## src/rtl/jtag_seq_pkg.sv

```systemverilog
package jtag_seq_pkg;

  typedef enum logic [1:0] {
    OP_TAPRST = 2'd0,
    OP_IR     = 2'd1,
    OP_DR     = 2'd2,
    OP_BAD    = 2'd3
  } seq_op_e;

  typedef enum logic [2:0] {
    PH_IDLE  = 3'd0,
    PH_ENTRY = 3'd1,
    PH_SHIFT = 3'd2,
    PH_EXIT  = 3'd3,
    PH_PAD   = 3'd4,
    PH_RST   = 3'd5
  } seq_phase_e;

endpackage

```

## src/rtl/jtag_rst_sync.sv

```systemverilog
module jtag_rst_sync #(
  parameter int STAGES = 2
) (
  input  logic clk,
  input  logic rst_n,
  output logic rst_n_sync
);

  logic [STAGES-1:0] sync_q;

  always_ff @(posedge clk or negedge rst_n) begin
    if (!rst_n) begin
      sync_q <= '0;
    end else begin
      sync_q <= {sync_q[STAGES-2:0], 1'b1};
    end
  end

  assign rst_n_sync = sync_q[STAGES-1];

endmodule

```

## src/rtl/jtag_tck_gen.sv

```systemverilog
module jtag_tck_gen (
  input  logic clk,
  input  logic rst_n,
  input  logic stb,
  input  logic run,
  output logic tck,
  output logic rise,
  output logic fall
);

  logic tck_q;
  logic tck_d;

  assign rise = stb && run && !tck_q;
  assign fall = stb && run && tck_q;

  always_comb begin
    tck_d = tck_q;
    if (rise) begin
      tck_d = 1'b1;
    end else if (fall) begin
      tck_d = 1'b0;
    end
  end

  always_ff @(posedge clk or negedge rst_n) begin
    if (!rst_n) begin
      tck_q <= 1'b0;
    end else begin
      tck_q <= tck_d;
    end
  end

  assign tck = tck_q;

endmodule

```

## src/rtl/jtag_ir_cache.sv

```systemverilog
module jtag_ir_cache #(
  parameter int          IR_W      = 5,
  parameter logic [IR_W-1:0] RESET_VAL = IR_W'(1)
) (
  input  logic            clk,
  input  logic            rst_n,
  input  logic            load,
  input  logic [IR_W-1:0] ir_in,
  output logic [IR_W-1:0] ir_cur
);

  logic [IR_W-1:0] ir_q;

  always_ff @(posedge clk or negedge rst_n) begin
    if (!rst_n) begin
      ir_q <= RESET_VAL;
    end else if (load) begin
      ir_q <= ir_in;
    end
  end

  assign ir_cur = ir_q;

endmodule

```

## src/rtl/jtag_capture.sv

```systemverilog
module jtag_capture #(
  parameter int DATA_W = 64,
  parameter int IDX_W  = $clog2(DATA_W)
) (
  input  logic              clk,
  input  logic              rst_n,
  input  logic              clear,
  input  logic              sample,
  input  logic [IDX_W-1:0]  idx,
  input  logic              bit_in,
  output logic [DATA_W-1:0] data
);

  logic [DATA_W-1:0] cap_q;
  logic [DATA_W-1:0] cap_d;

  always_comb begin
    cap_d = cap_q;
    if (clear) begin
      cap_d = '0;
    end else if (sample) begin
      cap_d[idx] = bit_in;
    end
  end

  always_ff @(posedge clk or negedge rst_n) begin
    if (!rst_n) begin
      cap_q <= '0;
    end else if (clear || sample) begin
      cap_q <= cap_d;
    end
  end

  assign data = cap_q;

endmodule

```

## src/rtl/jtag_scan_fsm.sv

```systemverilog
module jtag_scan_fsm
  import jtag_seq_pkg::*;
#(
  parameter int DATA_W   = 64,
  parameter int LEN_W    = $clog2(DATA_W + 1),
  parameter int PAD_W    = 8,
  parameter int RST_ONES = 5,
  parameter int IDX_W    = $clog2(DATA_W)
) (
  input  logic              clk,
  input  logic              rst_n,
  input  logic              start,
  input  seq_op_e           start_op,
  input  logic [LEN_W-1:0]  start_len,
  input  logic [DATA_W-1:0] start_data,
  input  logic [PAD_W-1:0]  start_idle,
  input  logic              adv,
  output logic              busy,
  output logic              finish,
  output logic              tms,
  output logic              tdi,
  output logic              shift_act,
  output logic [IDX_W-1:0]  shift_idx
);

  localparam int CNT_W = (LEN_W > PAD_W) ? LEN_W : PAD_W;
  localparam logic [CNT_W-1:0] DR_ENTRY_LAST = CNT_W'(2);
  localparam logic [CNT_W-1:0] IR_ENTRY_LAST = CNT_W'(3);
  localparam logic [CNT_W-1:0] IR_TMS_ONES   = CNT_W'(2);
  localparam logic [CNT_W-1:0] EXIT_LAST     = CNT_W'(1);
  localparam logic [CNT_W-1:0] RST_LAST      = CNT_W'(RST_ONES);
  localparam logic [CNT_W-1:0] RST_TMS_ONES  = CNT_W'(RST_ONES);

  seq_phase_e        phase_q, phase_d;
  logic [CNT_W-1:0]  cnt_q, cnt_d;
  logic              is_ir_q;
  logic [LEN_W-1:0]  len_q;
  logic [DATA_W-1:0] data_q;
  logic [PAD_W-1:0]  idle_q;

  logic [CNT_W-1:0]  len_last;
  logic [CNT_W-1:0]  pad_last;
  logic              tms_c, tdi_c, shift_c, last_c, fin_c;

  assign len_last = CNT_W'(len_q) - CNT_W'(1);
  assign pad_last = CNT_W'(idle_q) - CNT_W'(1);

  // Per-period decode of the current TMS/TDI bit
  always_comb begin
    tms_c   = 1'b0;
    tdi_c   = 1'b0;
    shift_c = 1'b0;
    last_c  = 1'b0;
    case (phase_q)
      PH_ENTRY: begin
        tms_c  = is_ir_q ? (cnt_q < IR_TMS_ONES) : (cnt_q == '0);
        last_c = (cnt_q == (is_ir_q ? IR_ENTRY_LAST : DR_ENTRY_LAST));
      end
      PH_SHIFT: begin
        tms_c   = (cnt_q == len_last);
        tdi_c   = data_q[cnt_q[IDX_W-1:0]];
        shift_c = 1'b1;
        last_c  = (cnt_q == len_last);
      end
      PH_EXIT: begin
        tms_c  = (cnt_q == '0);
        last_c = (cnt_q == EXIT_LAST);
      end
      PH_PAD: begin
        last_c = (cnt_q == pad_last);
      end
      PH_RST: begin
        tms_c  = (cnt_q < RST_TMS_ONES);
        last_c = (cnt_q == RST_LAST);
      end
      default: begin
      end
    endcase
  end

  // Next-state logic
  always_comb begin
    phase_d = phase_q;
    cnt_d   = cnt_q;
    fin_c   = 1'b0;
    if (start) begin
      phase_d = (start_op == OP_TAPRST) ? PH_RST : PH_ENTRY;
      cnt_d   = '0;
    end else if (adv && (phase_q != PH_IDLE)) begin
      if (!last_c) begin
        cnt_d = cnt_q + CNT_W'(1);
      end else begin
        cnt_d = '0;
        case (phase_q)
          PH_ENTRY: phase_d = PH_SHIFT;
          PH_SHIFT: phase_d = PH_EXIT;
          PH_EXIT: begin
            if (!is_ir_q && (idle_q != '0)) begin
              phase_d = PH_PAD;
            end else begin
              phase_d = PH_IDLE;
              fin_c   = 1'b1;
            end
          end
          default: begin
            phase_d = PH_IDLE;
            fin_c   = 1'b1;
          end
        endcase
      end
    end
  end

  always_ff @(posedge clk or negedge rst_n) begin
    if (!rst_n) begin
      phase_q <= PH_IDLE;
      cnt_q   <= '0;
    end else begin
      phase_q <= phase_d;
      cnt_q   <= cnt_d;
    end
  end

  always_ff @(posedge clk or negedge rst_n) begin
    if (!rst_n) begin
      is_ir_q <= 1'b0;
      len_q   <= '0;
      data_q  <= '0;
      idle_q  <= '0;
    end else if (start) begin
      is_ir_q <= (start_op == OP_IR);
      len_q   <= start_len;
      data_q  <= start_data;
      idle_q  <= start_idle;
    end
  end

  assign busy      = (phase_q != PH_IDLE);
  assign finish    = fin_c;
  assign tms       = tms_c;
  assign tdi       = tdi_c;
  assign shift_act = shift_c;
  assign shift_idx = cnt_q[IDX_W-1:0];

endmodule

```

## src/rtl/jtag_scan_seq.sv

```systemverilog
module jtag_scan_seq
  import jtag_seq_pkg::*;
#(
  parameter int DATA_W   = 64,
  parameter int IR_W     = 5,
  parameter int IR_REQ_W = 8,
  parameter int PAD_W    = 8,
  parameter int RST_ONES = 5,
  parameter int IR_INIT  = 1,
  parameter int LEN_W    = $clog2(DATA_W + 1)
) (
  input  logic                clk,
  input  logic                rst_n,
  input  logic                tck_stb,
  input  logic                cmd_valid,
  input  logic [1:0]          cmd_op,
  input  logic [IR_REQ_W-1:0] cmd_ir,
  input  logic [LEN_W-1:0]    cmd_len,
  input  logic [DATA_W-1:0]   cmd_wdata,
  input  logic [PAD_W-1:0]    idle_cycles,
  input  logic                tdo,
  output logic                tck,
  output logic                tms,
  output logic                tdi,
  output logic                busy,
  output logic                done,
  output logic                err,
  output logic [DATA_W-1:0]   rd_data
);

  localparam int IDX_W = $clog2(DATA_W);
  localparam logic [LEN_W-1:0] LEN_MAX = LEN_W'(DATA_W);

  logic rst_n_s;
  logic run, rise, fall;
  logic fsm_finish, shift_act;
  logic [IDX_W-1:0] shift_idx;
  logic [IR_W-1:0]  ir_cur;
  logic done_q, err_q;

  seq_op_e op_in;
  logic accept, bad_ir, bad_dr, bad_op, reject, ir_hit, launch;
  logic [LEN_W-1:0]  launch_len;
  logic [DATA_W-1:0] launch_data;

  jtag_rst_sync #(.STAGES(2)) u_rst_sync (
    .clk        (clk),
    .rst_n      (rst_n),
    .rst_n_sync (rst_n_s)
  );

  // Command decode
  always_comb begin
    op_in  = seq_op_e'(cmd_op);
    accept = cmd_valid && !run && !done_q;
    bad_op = (op_in == OP_BAD);
    bad_ir = (op_in == OP_IR) && (cmd_ir[IR_REQ_W-1:IR_W] != '0);
    bad_dr = (op_in == OP_DR) && ((cmd_len == '0) || (cmd_len > LEN_MAX));
    reject = accept && (bad_op || bad_ir || bad_dr);
    ir_hit = accept && (op_in == OP_IR) && !bad_ir && (cmd_ir[IR_W-1:0] == ir_cur);
    launch = accept && !reject && !ir_hit;
    if (op_in == OP_IR) begin
      launch_len  = LEN_W'(IR_W);
      launch_data = DATA_W'(cmd_ir[IR_W-1:0]);
    end else begin
      launch_len  = cmd_len;
      launch_data = cmd_wdata;
    end
  end

  jtag_ir_cache #(
    .IR_W      (IR_W),
    .RESET_VAL (IR_W'(IR_INIT))
  ) u_ir_cache (
    .clk    (clk),
    .rst_n  (rst_n_s),
    .load   (launch && (op_in == OP_IR)),
    .ir_in  (cmd_ir[IR_W-1:0]),
    .ir_cur (ir_cur)
  );

  jtag_tck_gen u_tck_gen (
    .clk   (clk),
    .rst_n (rst_n_s),
    .stb   (tck_stb),
    .run   (run),
    .tck   (tck),
    .rise  (rise),
    .fall  (fall)
  );

  jtag_scan_fsm #(
    .DATA_W   (DATA_W),
    .LEN_W    (LEN_W),
    .PAD_W    (PAD_W),
    .RST_ONES (RST_ONES),
    .IDX_W    (IDX_W)
  ) u_fsm (
    .clk        (clk),
    .rst_n      (rst_n_s),
    .start      (launch),
    .start_op   (op_in),
    .start_len  (launch_len),
    .start_data (launch_data),
    .start_idle (idle_cycles),
    .adv        (fall),
    .busy       (run),
    .finish     (fsm_finish),
    .tms        (tms),
    .tdi        (tdi),
    .shift_act  (shift_act),
    .shift_idx  (shift_idx)
  );

  jtag_capture #(
    .DATA_W (DATA_W),
    .IDX_W  (IDX_W)
  ) u_capture (
    .clk    (clk),
    .rst_n  (rst_n_s),
    .clear  (launch && (op_in != OP_TAPRST)),
    .sample (rise && shift_act),
    .idx    (shift_idx),
    .bit_in (tdo),
    .data   (rd_data)
  );

  always_ff @(posedge clk or negedge rst_n_s) begin
    if (!rst_n_s) begin
      done_q <= 1'b0;
      err_q  <= 1'b0;
    end else begin
      done_q <= reject || ir_hit || fsm_finish;
      err_q  <= reject;
    end
  end

  assign busy = run;
  assign done = done_q;
  assign err  = err_q;

endmodule

```

## config.mk

```make
export PLATFORM = sky130hd
export DESIGN_NAME = jtag_scan_seq
export DESIGN_NICKNAME = d
export VERILOG_FILES = /design/src/rtl/jtag_seq_pkg.sv /design/src/rtl/jtag_rst_sync.sv /design/src/rtl/jtag_tck_gen.sv /design/src/rtl/jtag_ir_cache.sv /design/src/rtl/jtag_capture.sv /design/src/rtl/jtag_scan_fsm.sv /design/src/rtl/jtag_scan_seq.sv
export SDC_FILE = /design/constraint.sdc
export NUM_CORES = 1
export LEC_CHECK = 0
export BUFFER_PORTS_ARGS = -buffer_cell sky130_fd_sc_hd__buf_4
export CAP_MARGIN = 0
export CORE_MARGIN = 5
export CORE_UTILIZATION = 50
export CTS_CLUSTER_DIAMETER = 40
export DETAILED_ROUTE_END_ITERATION = 16
export PLACE_DENSITY = 0.73
export SYNTH_ARGS = -nofsm -noshare
export SYNTH_HDL_FRONTEND = slang
export SYNTH_SLANG_ARGS = --single-unit
```

## constraint.sdc

```tcl
create_clock -name clk -period 5.38 [get_ports clk]
set_input_delay 1.614 -clock clk [delete_from_list [all_inputs] [get_ports clk]]
set_output_delay 1.614 -clock clk [all_outputs]
set_load 0.01 [all_outputs]
```

==> results.toml, run 1 <==
[hold_path]
min_to = "u_rst_sync.sync_q[1]"
worstHoldPathType = "reg2reg"
hold_depth = 0
holdCritStartpoint = "u_rst_sync.sync_q[0]"

[cells_and_area]
mostFrequentLayoutCells = "nand2_1 (254), buf_4 (176), dfrtp_1 (163)"
area_delta_synth_final_pct = 21.3
drive_above_1_share_pct = 21.7
mostFrequentLayoutCell = "nand2_1"
multi_input_area_um2 = 4100
nets = 1223
n_fill_cell = 1518
seqCellArea_um2 = 4130
n_antenna_cell = 0

[route]
viasPerCell = 5.66
wirelength_um = 23600
drcViolationCount = 0
drtAntennaViolNets = 0
drtIter0Drc = 660
wire_per_inst_um = 17.3
dr.pass1.iters = 6
via_count = 7702

[synth]
synthesis.area_per_instance_um2 = 8.58
synthMuxAreaShare_pct = 4.16
synthAdderAreaFrac_pct = 1.02
yosys_warnings = 0
synth-compound-area-share_pct = 12.7
ys_async_sr_fraction_pct = 100
syn_inst = 1005
synth_ff_type = "dfrtp_1"
synth_cell_types = 66
syn_area_um2 = 8630
synth-seq-area-share_pct = 47.9
synth_edf_count = 0
synth_top_family_by_area = "simple AND/OR/NAND/NOR gates"
synth.ff_latch_count = 165
synth_simple_gate_area_share_pct = 27.1
synth_nets = 1106
synth_xor_area_share_pct = 2.49

[die]
fp.dieArea_um2 = 20000
start_util_pct = 50.4
die-width_um = 141
row_count = 48
io_pins = 164
core-area_um2 = 17100
die_h_um = 141

[global_routing]
grt.total_usage_pct = 23.6
grt_pass1_wl_um = 38200
antenna_found_initial = 1
grt-ovfl-total = 0
grt_max_degree = 80
grt_pass1_vias = 7440

[sta]
grt_setup_unrepaired = "no"
timing.final.crit_share_pct = 87.8
setup_ws_ns = 0.656
final-setup-viol-count = 0
hold_viol = 0
finalCriticalPeriod_ns = 4.72
fmax_mhz = 212
maxSlewHeadroom_pct = 20.6
skew_ns = 0.0127
worst_pin_slew_ns = 1.19
setup-tns-final_ns = 0
drv_slew = 0

[cts]
clkTransAtPathRegs_ns = 0.06
cts_root_buffer = "clkbuf_16"
cts_resized = 0
cts_tree = "done"
cts_hold_buf = 0
post-cts-setup-buffer-count = 0
htree_levels = 4
clock_sinks = 165
cts-buffers-inserted = 17
clockBufferDepth = 2
worstSkewPairLatency_ns = 0.43

[power]
switchingPower_w = 0.00143
vdd_drop_max_uv = 263
p_int_w = 0.00277
p_total_w = 0.00420
pwr-share-seq_pct = 44.1
power_density_nw_per_um2 = 402
power_frac_comb_pct = 27.8
switching_share_pct = 34.1
cellLeakagePower_nw = 4.90
p_clk_share_pct = 28.2

[placed_design]
portBuffers = 163
place_congestion = 0.931
dpl.hpwl_um = 16400
post-place-ws_ns = 1.16

[worst_setup_path]
crit_fanout = 20
rr_worst_depth = 7
end_kind = "output pin"
reg2reg_from = "u_fsm.phase_q[0]"
critical_path_arrival_ns = 3.11
path_class = "reg2out"
critPathLaunchType = "register"
critPathRequiredTime_ns = 3.77
r2r_slack_ns = 2.23
crit-reg2reg-capture = "u_capture.data[6]"

[flow_run]
maxCapViolCount = 0

[outcome]
status = "finished, final reports clean"
==> area by class of cell <==
| type | count | area share (%) |
|---|---|---|
| sequential | 165 | 39.5 |
| multi-input combinational | 752 | 39.2 |
| timing repair buffer | 176 | 12.6 |
| clock buffer | 22 | 4.63 |
| tap | 225 | 2.69 |
| clock inverter | 10 | 0.933 |
| inverter | 10 | 0.359 |
==> through the flow <==
step / instances / cell area [um2] / util (%) / hold WS [ns]
3_3_place_gp: 1328 / 9880 / 57.7 / 0.335
6_report: 1360 / 10500 / 61.1 / 0.356
5_1_grt: 1360 / 10500 / 61.1 / 0.379
3_5_place_dp: 1328 / 9880 / 57.7 / 0.343
4_1_cts: 1360 / 10500 / 61.1 / 0.358
2_1_floorplan: 1005 / 8630 / - / 0.331
==> routing by layer <==
layer / share of wire [%] / up-vias / track usage, %
met5: 0.055 / - / 0
met4: 1.4 / 2 / 6.63
met3: 6.7 / 30 / 4.48
met2: 47 / 270 / 36.9
met1: 44 / 3707 / 34.0
li1: - / 3693 / -
==> kinds of logic (layout without fill, tap and decap cells) <==
group / count (synthesis) / after routing
compound gates: 189 / 189
xor+xnor: 23 / 23
fa+ha+maj: 7 / 7
buf+inv: 88 / 218
flops: 165 / 165
mux: 25 / 25
other cells: 1 / 1
simple gates: 507 / 507
==> flip-flops by register name (all words and copies together), names as in the netlist <==
register / flops
u_capture.data: 64
u_fsm.data_q: 64
u_fsm.cnt_q: 8
u_fsm.idle_q: 8
u_fsm.len_q: 7
u_ir_cache.ir_cur: 5
u_fsm.phase_q: 3
u_rst_sync.sync_q: 2
done: 1
err: 1
u_fsm.is_ir_q: 1
u_tck_gen.tck: 1
==> power by group through the flow <==
stage	registers, W	clock network (W)	logic, W
detailed placement	0.00187	0	0.00116
global placement	0.00186	0	0.00112
finish	0.00185	0.00118	0.00117
global route	0.00189	0.00125	0.00132
CTS	0.00185	0.00120	0.00117
floorplan	0.00172	0	0.000954
==> Yosys cell counts, types with 4 or more instances <==
library cell  instances  share of area, %
nand3_1             132               7.7
xnor2_1              16               1.6
o211ai_1              5              0.44
buf_1                10              0.44
a22oi_1              10              0.87
nor2_1               37               1.6
mux4_2                8               2.1
inv_1                 9              0.39
and2_1                4              0.29
o31ai_1               5              0.44
or3_1                 5              0.36
a21oi_1              79               4.6
mux2_2                7              0.91
o21ai_0              62               3.6
ha_1                  7               1.0
clkbuf_8              4              0.64
and3_1                8              0.58
buf_2                10              0.58
a31oi_1               5              0.36
nor4_1                8              0.58
nor2b_1              13              0.94
mux2i_1              10               1.2
xor2_1                6              0.61
dfrtp_1             164                48
nand2_1             255                11
nand2b_1              5              0.36
nor3b_1               4              0.35
nor3_1                9              0.52
clkbuf_1             52               2.3
==> worst max path at each step <==
stage / start / slack (ns) / endpoint
after detailed placement: u_fsm.cnt_q[0] / 1.16 / tdi
after floorplan: u_rst_sync.sync_q[1] / 0.44 / done
after global routing: u_fsm.cnt_q[0] / 0.43 / tdi
after global placement: u_fsm.cnt_q[0] / 1.32 / tdi
after CTS: u_fsm.cnt_q[0] / 0.70 / tdi
final: u_fsm.cnt_q[0] / 0.66 / tdi
==> critical path: stages, from the launching register on <==
cell	delay, ns
dfrtp_1	0.89
buf_4	0.34
nor2b_1	0.24
a221oi_1	0.14
a31oi_1	0.25
o21ai_0	0.12
o21ai_0	0.13
nor2_1	0.07
a31oi_1	0.32
buf_4	0.19
No activity file was read; power rests on OpenSTA's default activity.
==> run 2, diff against run 1 <==
PLACE_DENSITY = 0.84   (was 0.73)
clock period = 4.6 ns   (was 5.38 ns; I/O delays follow)
==> results.toml, run 2 (synthesized netlist as in run 1, its figures left out) <==
[worst_setup_path]
cpPeakStageDelay_ns = 1.15
end_kind = "output pin"
critical_path_arrival_ns = 2.94
path_class = "reg2out"
crit_path_top_delay_cell = "dfrtp_1"
cp_cell_sequence = "nor2b_1 -> a221oi_1 -> a31oi_1 -> o21ai_0 -> o21ai_0 -> nor2_1 -> a31oi_1 -> buf_4"
critPathRequiredTime_ns = 3.22
crit_fanout = 32
critPathLaunchType = "register"
critPathTopFamily = "flip-flops"
cp_num_buf_inv = 1

[sta]
grt_setup_unrepaired = "no"
timing.final.crit_share_pct = 93.8
final-setup-viol-count = 0
drv_slew = 0
maxSlewHeadroom_pct = 19.0
worst_pin_slew_ns = 1.22
finalCriticalPeriod_ns = 4.32
hold_viol = 0
fmax_mhz = 232
setup-tns-final_ns = 0
skew_ns = 0.00651

[power]
cellLeakagePower_nw = 4.97
power_density_nw_per_um2 = 476
p_total_w = 0.00504
vdd_drop_max_uv = 270

[cts]
cts_root_buffer = "clkbuf_16"
clockBufferDepth = 2
cts_tree = "done"
cts_hold_buf = 0
clock_sinks = 165
cts_resized = 0
cts-buffers-inserted = 17
htree_levels = 4
clkTransAtPathRegs_ns = 0.06
post-cts-setup-buffer-count = 0
worstSkewPairLatency_ns = 0.43

[global_routing]
antenna_found_initial = 0
grt-ovfl-total = 0
grt_pass1_wl_um = 38200
grt.total_usage_pct = 23.8
grt_max_degree = 95
grt_pass1_vias = 7490

[outcome]
status = "finished, final reports clean"

[route]
wirelength_um = 23800
dr.pass1.iters = 5
drtAntennaViolNets = 0
viasPerCell = 5.78
via_count = 7893
drtIter0Drc = 672
drcViolationCount = 0
wire_per_inst_um = 17.4

[flow_run]
maxCapViolCount = 0

[die]
row_count = 48
core-area_um2 = 17100
io_pins = 164
die-width_um = 141
die_h_um = 141
fp.dieArea_um2 = 20000
start_util_pct = 50.4

[placed_design]
place_congestion = 0.862
dpl.hpwl_um = 16200
portBuffers = 163

[cells_and_area]
area_delta_synth_final_pct = 22.7
mostFrequentLayoutCell = "nand2_1"
nets = 1228
mostFrequentLayoutCells = "nand2_1 (254), buf_4 (177), dfrtp_1 (163)"
drive_above_1_share_pct = 21.8
n_antenna_cell = 0
utilization_pct = 61.8

[hold_path]
worstHoldPathType = "reg2reg"
## run 2: cell count changes in the layout (fill, tap and decap cells not counted)
cell / before / now
buf_12: 0 / 4
buf_4: 176 / 177
bufinv_16: 1 / 3
clkbuf_1: 1 / 4
clkinv_2: 2 / 1
clkinv_4: 3 / 1
clkinvlp_4: 3 / 1
## run 2: final timing paths
path                                      startpoint  cells after the start                    to  slack [ns]
min in group asynchronous       u_rst_sync.sync_q[1]                      0      u_fsm.data_q[38]        0.44
worst min-delay path            u_rst_sync.sync_q[0]                      0  u_rst_sync.sync_q[1]        0.35
worst max-delay path                  u_fsm.cnt_q[1]                      8                   tdi        0.28
worst max register to register      u_fsm.phase_q[1]                      6    u_capture.data[29]        1.63
max in group asynchronous       u_rst_sync.sync_q[1]                      1    u_capture.data[37]        3.13
worst min register to register  u_rst_sync.sync_q[0]                      0  u_rst_sync.sync_q[1]        0.35
## run 2: area by class of cell
cell class | count | area, um2
flip-flops and latches | 165 | 4130
fillers | 1463 | 6540
clock buffers | 25 | 495
multi-input cells | 752 | 4100
repair buffers | 181 | 1410
well taps | 225 | 282
clock inverters | 7 | 120
inverters | 10 | 37.5
## run 2: worst register-to-register path: cells and delay by family, from the launching register on
kind | cells | cell delay [ns]
DFF | 1 | 0.58
muxes | 1 | 0.22
and+or+nand+nor | 5 | 2.06
## run 2: power breakdown
part           switching [W]  internal (W)
registers           0.000385       0.00179
logic               0.000724      0.000661
clock network       0.000566      0.000914
## run 2: stage by stage
step | cells | setup WS (ns) | hold WS, ns | cell area (um2)
3_5_place_dp | 1333 | 0.787 | 0.344 | 9970
3_3_place_gp | 1333 | 0.866 | 0.334 | 9970
6_report | 1365 | 0.284 | 0.353 | 10600
5_1_grt | 1365 | 0.0470 | 0.374 | 10600
2_1_floorplan | 1005 | 1.16 | 0.331 | 8630
4_1_cts | 1365 | 0.312 | 0.358 | 10600
## run 2: layer usage
metal / share of wire, % / up-vias / global-route usage (%)
li1: - / 3715 / -
met1: 42 / 3793 / 32.1
met2: 48 / 340 / 38.7
met3: 7.4 / 45 / 4.55
met4: 2.5 / 0 / 8.21
met5: 0 / - / 0
==> run 3, diff against run 2 <==
==> constraint.sdc (replaced) <==
create_clock -name clk -period 4.6 [get_ports clk]
set_input_delay 0.46 -clock clk [delete_from_list [all_inputs] [get_ports clk]]
set_output_delay 0.46 -clock clk [all_outputs]
set_load 0.01 [all_outputs]
==> results.toml, run 3 (synthesized netlist as in run 1, its figures left out) <==
[outcome]
status = "finished, final reports clean"

[sta]
fmax_mhz = 299
whs_ns = 0.221
maxSlewHeadroom_pct = 26.2
grt_setup_unrepaired = "no"
finalCriticalPeriod_ns = 3.34
setup-tns-final_ns = 0
timing.final.crit_share_pct = 72.6
hold_viol = 0
drv_slew = 0
skew_ns = 0.0114
final-setup-viol-count = 0
worst_pin_slew_ns = 1.10

[route]
wirelength_um = 23700
wire_per_inst_um = 17.4
drcViolationCount = 0
dr.pass1.iters = 5
drtAntennaViolNets = 0
viasPerCell = 5.80
via_count = 7870
drtIter0Drc = 780

[worst_setup_path]
cp_cell_sequence = "buf_4 -> inv_2 -> a221oi_1 -> a31oi_1 -> o21ai_0 -> o21ai_0 -> nor2_1 -> a31oi_1 -> buf_4"
critPathLaunchType = "register"
cpPeakStageDelay_ns = 1.01
crit_path_top_delay_cell = "dfrtp_1"
crit_fanout = 21
cp_num_buf_inv = 3
end_kind = "output pin"
critPathTopFamily = "flip-flops"
critical_path_arrival_ns = 2.88
critPathRequiredTime_ns = 4.14
path_class = "reg2out"

[power]
cellLeakagePower_nw = 4.92
p_total_w = 0.00505
power_density_nw_per_um2 = 481
vdd_drop_max_uv = 364

[cells_and_area]
mostFrequentLayoutCell = "nand2_1"
drive_above_1_share_pct = 21.5
area_delta_synth_final_pct = 21.7
nets = 1221
n_fill_cell = 1435
utilization_pct = 61.4
n_antenna_cell = 0
mostFrequentLayoutCells = "nand2_1 (254), buf_4 (172), dfrtp_1 (163)"

[placed_design]
dpl.hpwl_um = 16300
place_congestion = 0.878
portBuffers = 163

[cts]
worstSkewPairLatency_ns = 0.43
clock_sinks = 165
cts_resized = 0
post-cts-setup-buffer-count = 0
clockBufferDepth = 2
htree_levels = 4
cts-buffers-inserted = 17
clkTransAtPathRegs_ns = 0.07
cts_hold_buf = 1
cts_tree = "done"
cts_root_buffer = "clkbuf_16"

[die]
core-area_um2 = 17100
io_pins = 164
die_h_um = 141
start_util_pct = 50.4
fp.dieArea_um2 = 20000
die-width_um = 141
row_count = 48

[global_routing]
grt-ovfl-total = 0
grt_pass1_wl_um = 38600
grt_pass1_vias = 7557
antenna_found_initial = 0
grt_max_degree = 84
grt.total_usage_pct = 23.9

[hold_path]
worstHoldPathType = "in2reg"

[flow_run]
maxCapViolCount = 0
## run 3: path summary, 6_finish.rpt
path / startpoint / endpoint / slack (ns) / cells past startpoint
max reg2reg: u_fsm.phase_q[0] / u_capture.data[2] / 1.51 / 7
min reg2reg: u_rst_sync.sync_q[0] / u_rst_sync.sync_q[1] / 0.35 / 0
min in group asynchronous: rst_n / u_rst_sync.sync_q[1] / 0.34 / 2
max: u_fsm.cnt_q[0] / tdi / 1.26 / 9
min: idle_cycles[7] / u_fsm.idle_q[7] / 0.22 / 3
max in group asynchronous: u_rst_sync.sync_q[1] / u_ir_cache.ir_cur[0] / 3.05 / 1
## run 3: cell type report
cell class | instances | area [um2] | area share [%]
clock buffer | 17 | 425 | 4.05
inverter | 10 | 37.5 | 0.357
timing repair buffer | 174 | 1320 | 12.6
multi-input combinational | 752 | 4100 | 39.1
clock inverter | 15 | 198 | 1.88
tap | 225 | 282 | 2.68
sequential | 165 | 4130 | 39.4
## run 3: stage by stage
step                instance area, um2  setup WS, ns  cells
finish                           10500          1.26   1358
floorplan                         8630          1.87   1005
detailed placement                9870          1.56   1325
global placement                  9870          1.62   1325
CTS                              10500          1.26   1358
global route                     10500          1.13   1358
## run 3: worst reg2reg max path, delay by kind of cell (launching register included)
kind	cells	cell delay, ns
compound gates	1	0.07
simple gates	6	2.37
flops	1	0.52
## run 3: power breakdown
group,switching [W],total (W),leakage (nW),internal [W]
logic,0.000787,0.00144,2.42,0.000651
clock network,0.000637,0.00151,0.300,0.000870
registers,0.000321,0.00211,2.20,0.00179
total,0.00174,0.00505,4.92,0.00331
## run 3: routing by layer
layer | vias up | global-route usage, % | part of all wire [%]
met5 | - | 0 | 0
li1 | 3696 | - | -
met3 | 49 | 4.79 | 7.3
met1 | 3776 | 33.2 | 42
met2 | 349 | 37.4 | 48
met4 | 0 | 8.52 | 2.6
